--- config.mk ---
export PLATFORM = sky130hd
export DESIGN_NAME = cfg_phase_seq
export DESIGN_NICKNAME = d
export VERILOG_FILES = /design/src/rtl/cfg_seq_pkg.sv /design/src/rtl/cfg_clear_walker.sv /design/src/rtl/cfg_mode_capture.sv /design/src/rtl/cfg_phase_seq.sv
export SDC_FILE = /design/constraint.sdc
export NUM_CORES = 1
export LEC_CHECK = 0
export BUFFER_PORTS_ARGS = -buffer_cell sky130_fd_sc_hd__buf_2
export CAP_MARGIN = 5
export CORE_ASPECT_RATIO = 1.1
export CORE_MARGIN = 4
export CORE_UTILIZATION = 47
export CTS_CLUSTER_SIZE = 8
export DETAILED_ROUTE_END_ITERATION = 10
export HOLD_SLACK_MARGIN = 0.12
export PLACE_DENSITY = 0.83
export SLEW_MARGIN = 20
export SYNTH_ARGS = -nofsm -noshare
export SYNTH_HDL_FRONTEND = slang
export SYNTH_HIERARCHICAL = 1
export SYNTH_SLANG_ARGS = --single-unit
--- constraint.sdc ---
create_clock -name clk -period 2.1 [get_ports clk]
set_input_delay 0.21 -clock clk [delete_from_list [all_inputs] [get_ports clk]]
set_output_delay 0.21 -clock clk [all_outputs]
set_load 0.01 [all_outputs]
--- src/rtl/cfg_seq_pkg.sv ---
package cfg_seq_pkg;

    typedef enum logic [3:0] {
        PH_CLEAR,
        PH_INIT_WAIT,
        PH_LOAD,
        PH_CRC_FAIL,
        PH_SU_DONE,
        PH_SU_SYNC,
        PH_SU_IO,
        PH_SU_GWE,
        PH_SU_GSR,
        PH_RUN
    } cfg_phase_e;

    typedef struct packed {
        logic init_low;
        logic done_low;
        logic io_en;
        logic wr_en;
        logic rst_hold;
        logic load_act;
        logic oper;
        logic clr_wr;
    } cfg_ctl_t;

endpackage

--- src/rtl/cfg_clear_walker.sv ---
module cfg_clear_walker #(
    parameter int DEPTH = 16,
    parameter int AW    = 4
) (
    input  logic          clk,
    input  logic          rst_n,
    input  logic          run,
    output logic [AW-1:0] addr,
    output logic          pass_end
);

    localparam logic [AW-1:0] LAST = AW'(DEPTH - 1);

    assign pass_end = run && (addr == LAST);

    always_ff @(posedge clk or negedge rst_n) begin
        if (!rst_n) begin
            addr <= '0;
        end else if (!run || pass_end) begin
            addr <= '0;
        end else begin
            addr <= addr + 1'b1;
        end
    end

endmodule

--- src/rtl/cfg_mode_capture.sv ---
module cfg_mode_capture #(
    parameter int W = 3
) (
    input  logic         clk,
    input  logic         rst_n,
    input  logic         capture,
    input  logic [W-1:0] pins,
    output logic [W-1:0] held
);

    always_ff @(posedge clk or negedge rst_n) begin
        if (!rst_n) begin
            held <= '0;
        end else if (capture) begin
            held <= pins;
        end
    end

endmodule

--- src/rtl/cfg_phase_seq.sv ---
module cfg_phase_seq
    import cfg_seq_pkg::*;
#(
    parameter int CLR_DEPTH = 16,
    parameter int MODE_W    = 3,
    localparam int AW       = (CLR_DEPTH > 1) ? $clog2(CLR_DEPTH) : 1
) (
    input  logic              clk,
    input  logic              rst_n,
    input  logic              prog_n,
    input  logic              init_in,
    output logic              init_drive_low,
    input  logic              done_in,
    output logic              done_drive_low,
    input  logic [MODE_W-1:0] mode_pins,
    output logic [MODE_W-1:0] mode_latched,
    input  logic              sync_to_done,
    input  logic              load_done,
    input  logic              crc_err,
    output logic              load_active,
    output logic              clr_we,
    output logic [AW-1:0]     clr_addr,
    output logic              io_enable,
    output logic              gwe,
    output logic              gsr,
    output logic              operational
);

    cfg_phase_e st;
    cfg_phase_e st_nxt;
    cfg_ctl_t   ctl;
    logic       pass_end;
    logic       in_clear;
    logic       take_mode;

    assign in_clear  = (st == PH_CLEAR);
    assign take_mode = (st == PH_INIT_WAIT) && init_in && prog_n;

    cfg_clear_walker #(
        .DEPTH (CLR_DEPTH),
        .AW    (AW)
    ) u_walker (
        .clk      (clk),
        .rst_n    (rst_n),
        .run      (in_clear),
        .addr     (clr_addr),
        .pass_end (pass_end)
    );

    cfg_mode_capture #(
        .W (MODE_W)
    ) u_mode (
        .clk     (clk),
        .rst_n   (rst_n),
        .capture (take_mode),
        .pins    (mode_pins),
        .held    (mode_latched)
    );

    // state register
    always_ff @(posedge clk or negedge rst_n) begin
        if (!rst_n) begin
            st <= PH_CLEAR;
        end else begin
            st <= st_nxt;
        end
    end

    // transitions
    always_comb begin
        st_nxt = st;
        if (!prog_n && !in_clear) begin
            st_nxt = PH_CLEAR;
        end else begin
            unique case (st)
                PH_CLEAR:     if (pass_end && prog_n) st_nxt = PH_INIT_WAIT;
                PH_INIT_WAIT: if (init_in) st_nxt = PH_LOAD;
                PH_LOAD: begin
                    if (crc_err)        st_nxt = PH_CRC_FAIL;
                    else if (load_done) st_nxt = PH_SU_DONE;
                end
                PH_CRC_FAIL:  st_nxt = PH_CRC_FAIL;
                PH_SU_DONE:   st_nxt = sync_to_done ? PH_SU_SYNC : PH_SU_IO;
                PH_SU_SYNC:   if (done_in) st_nxt = PH_SU_IO;
                PH_SU_IO:     st_nxt = PH_SU_GWE;
                PH_SU_GWE:    st_nxt = PH_SU_GSR;
                PH_SU_GSR:    st_nxt = PH_RUN;
                PH_RUN:       st_nxt = PH_RUN;
                default:      st_nxt = PH_CLEAR;
            endcase
        end
    end

    // outputs decoded from state
    always_comb begin
        ctl = '{init_low: 1'b0, done_low: 1'b1, io_en: 1'b0, wr_en: 1'b0,
                rst_hold: 1'b1, load_act: 1'b0, oper: 1'b0, clr_wr: 1'b0};
        unique case (st)
            PH_CLEAR: begin
                ctl.init_low = 1'b1;
                ctl.clr_wr   = 1'b1;
            end
            PH_INIT_WAIT: ;
            PH_LOAD:      ctl.load_act = 1'b1;
            PH_CRC_FAIL:  ctl.init_low = 1'b1;
            PH_SU_DONE,
            PH_SU_SYNC:   ctl.done_low = 1'b0;
            PH_SU_IO: begin
                ctl.done_low = 1'b0;
                ctl.io_en    = 1'b1;
            end
            PH_SU_GWE: begin
                ctl.done_low = 1'b0;
                ctl.io_en    = 1'b1;
                ctl.wr_en    = 1'b1;
            end
            PH_SU_GSR: begin
                ctl.done_low = 1'b0;
                ctl.io_en    = 1'b1;
                ctl.wr_en    = 1'b1;
                ctl.rst_hold = 1'b0;
            end
            PH_RUN: begin
                ctl.done_low = 1'b0;
                ctl.io_en    = 1'b1;
                ctl.wr_en    = 1'b1;
                ctl.rst_hold = 1'b0;
                ctl.oper     = 1'b1;
            end
            default: ctl.init_low = 1'b1;
        endcase
    end

    assign init_drive_low = ctl.init_low;
    assign done_drive_low = ctl.done_low;
    assign io_enable      = ctl.io_en;
    assign gwe            = ctl.wr_en;
    assign gsr            = ctl.rst_hold;
    assign load_active    = ctl.load_act;
    assign operational    = ctl.oper;
    assign clr_we         = ctl.clr_wr;

endmodule

==> results by group <==
Power
  • Cell Pwr Density: 945 mW/mm^2
  • VDD IR-drop max: 0.563 mV
  • Leak pwr: around 0.42 nW

Placement
  • RePlAce Congestion: 0.837
  • IO buf count: 25
  • Placed inst area: 827 um^2
  • DP HPWL: between 1000 and 1500 um
  • Place WS: 0.436 ns

CTS
  • H-tree depth: 1
  • CTS Buf Count: 3
  • CTS resizes: 0
  • Clock latency on the worst-skew pair: 0.26 ns
  • CTS sink count: 11
  • Clock buffer depth: 2
  • Clk slew on worst S/H paths: 0.06 ns
  • CTS tree: built
  • Root buffer cell: clkbuf_4

Timing
  • Relative slew slack: 72.5%
  • FMAX: 0.574 GHz
  • Slew Limit Fails: 0
  • Setup WS post-layout: 0.359 ns
  • RSZ-0062 raised after global routing: no
  • Final hold viol count: 0
  • Setup_tns: 0 ns
  • Final period util: just over 80%
  • Final setup viols: 0
  • Worst-Margin Slew: between 0.4 and 0.5 ns
  • Fin crit period: 1.74 ns
  • Setup Skew: 0.00349 ns

Setup path
  • Crit path from: st[2]$_DFFE_PN0P_
  • Reg-to-Reg Start: st[0]$_DFFE_PN0P_
  • Startpoint Class: flip-flop
  • Max stage delay on crit path: between 0.5 and 0.6 ns
  • Critical path's top delay family: simple AND/OR/NAND/NOR gates
  • Worst Setup End Kind: primary output
  • Crit path kind: flip-flop to primary output
  • Crit path depth: 4
  • Worst Path Arrival: 1.53 ns
  • WP buf/inv: 1
  • Cell count of the worst reg-to-reg path: 7
  • Critical path's slowest cell: dfrtp_1
  • CP Data Required Time: 1.89 ns
  • Worst path cell trace: nand2b_1 > or2_1 > and2_1 > buf_2
  • Crit-path max FO: 15

Min path
  • Worst hold path class: primary input to flip-flop
  • Hold_sp: mode_pins[1]
  • Worst hold path stage count: 2

Finish
  • Synth-to-Final Area Change: 23.7%
  • Layout cells sized above 1: 34.0%
  • Diode count: 0
  • Nets: 116
  • Design Area, Final: between 800 and 900 um^2
  • Layout Utilization: slightly above 60%

Synth
  • Ys Warns: 6
  • Commonest cells post-synth: 11 x dfrtp_1, 7 x nor2_1, 6 x nand2b_1, 4 x nand2_1, 4 x nor2b_1
  • Mapped Cells: 75
  • Synth unique cells: 37
  • Cell with the most instances after synthesis: dfrtp_1
  • Post-synth top area share: ~39%
  • Post-Syn Nets: 87
  • Top post-synthesis cells by area: dfrtp_1 39%, nand2b_1 5.4%, mux2_2 4.8%, nor2_1 3.8%, nor2b_1 3.6%
  • Mean post-synth cell area: 9.31 um^2
  • Syn Std Cell Area: ~700 um^2
  • Post-synth EDFFs: 0
  • Yosys top cell by area: dfrtp_1
  • Async S/R FF share, synth: 100%
  • Ys flop type: dfrtp_1
  • #FFs+latches synth: 11
  • Seq/Total Area, Yosys: 39.4%

Floorplanning
  • Core Box Area: 0.00138 mm^2
  • IO Pins: 26
  • Chip Height: 48.4 um
  • Initial Utilization: 50.5%
  • Die ar.: 0.00217 mm^2
  • # rows: 14
  • Chip width: ~45 um

Drt
  • Final WL: approximately 1500 um
  • DRT Pass-1 Iters: 4
  • DR vias/cell: ~5.6
  • Routed via count: 664
  • Remaining antenna violation count: 0
  • Iter 0 DRT Violations: 19
  • DR WL/cell: 12.4 um
  • Drt drc: 0

GRT
  • Largest net degree at the start of global routing: 16
  • Initial antenna violation count: 0
  • Congestion Overflow GR: 0
  • Number of global-route vias before repair: 667
  • All-Layer GR Usage: 15.9%
  • Global-route wire length before repair: approximately 2700 um

Run
  • Max capacitance violation total: 0

Outcome
  • Status: complete, no violations
[cell families (layout without fill, tap and decap cells)]
group | count (synthesis) | count (layout) | synth area share, %
mux | 3 | 3 | 4.84
compound gates | 19 | 19 | 19.2
flops | 11 | 11 | 39.4
xor+xnor | 1 | 1 | 1.25
fa+ha+maj | 1 | 1 | 1.79
buf+inv | 5 | 33 | 4.48
simple gates | 35 | 35 | 29.0
[report_power, final]
group,switching (mW),total (mW),internal (mW),leakage [nW]
registers,0.0666,0.349,0.282,0.142
logic,0.162,0.329,0.167,0.262
clock network,0.0642,0.137,0.0732,0.0150
total,0.293,0.816,0.523,0.419
[per-stage QoR]
step | instances | hold slack (ns) | total power, mW
floorplan | 75 | -0.0856 | 0.564
CTS | 119 | 0.175 | 0.828
detailed placement | 114 | 0.0894 | 0.683
finish | 119 | 0.182 | 0.816
global route | 119 | 0.175 | 0.901
global placement | 114 | 0.0860 | 0.672
[sequential cells by signal (all words and copies together), names as in the netlist]
register,cells
st,4
u_walker/addr,4
u_mode/held,3
[layer usage]
layer | track usage [%] | vias to the layer above | share of wire [%]
li1 | - | 326 | -
met1 | 21.4 | 305 | 45
met2 | 23.7 | 31 | 46
met3 | 2.96 | 2 | 7.8
met4 | 8.04 | 0 | 1.2
met5 | 0 | - | 0
[final cells by class]
class	instances	area, um^2
multi-input combinational	59	392
timing repair buffer	27	143
inverter	2	7.51
clock buffer	4	26.3
fill	134	520
tap	16	20.0
sequential	11	275
[path summary, 6_finish.rpt]
path / endpoint / slack [ns]
max: done_drive_low / 0.36
min: u_mode/held[1]$_DFFE_PN0P_ / 0.18
min reg2reg: u_mode/held[2]$_DFFE_PN0P_ / 0.51
min in group asynchronous: u_walker/addr[0]$_DFF_PN0_ / 0.33
max reg2reg: st[1]$_DFFE_PN0P_ / 0.41
max in group asynchronous: st[3]$_DFFE_PN0P_ / 1.57
[cell usage in the layout, fill, tap and decap left out, types with 2 or more instances in the layout]
| cell | netlist | final |
|---|---|---|
| buf_2 | 1 | 25 |
| dfrtp_1 | 11 | 11 |
| nor2_1 | 7 | 7 |
| nand2b_1 | 6 | 6 |
| nand2_1 | 4 | 4 |
| nor2b_1 | 4 | 4 |
| o21ai_1 | 3 | 3 |
| and2_1 | 3 | 3 |
| clkbuf_4 | 0 | 3 |
| mux2_2 | 3 | 3 |
| inv_1 | 2 | 2 |
| a31oi_1 | 2 | 2 |
| nand3_1 | 2 | 2 |
| and3_1 | 2 | 2 |
| o21a_1 | 2 | 2 |
[timing repair]
item,CTS,global route
setup buffers,0,0
hold endpoints to repair,11,0
hold buffers,1,0
Note: power is estimated with default switching activity, not from simulation.
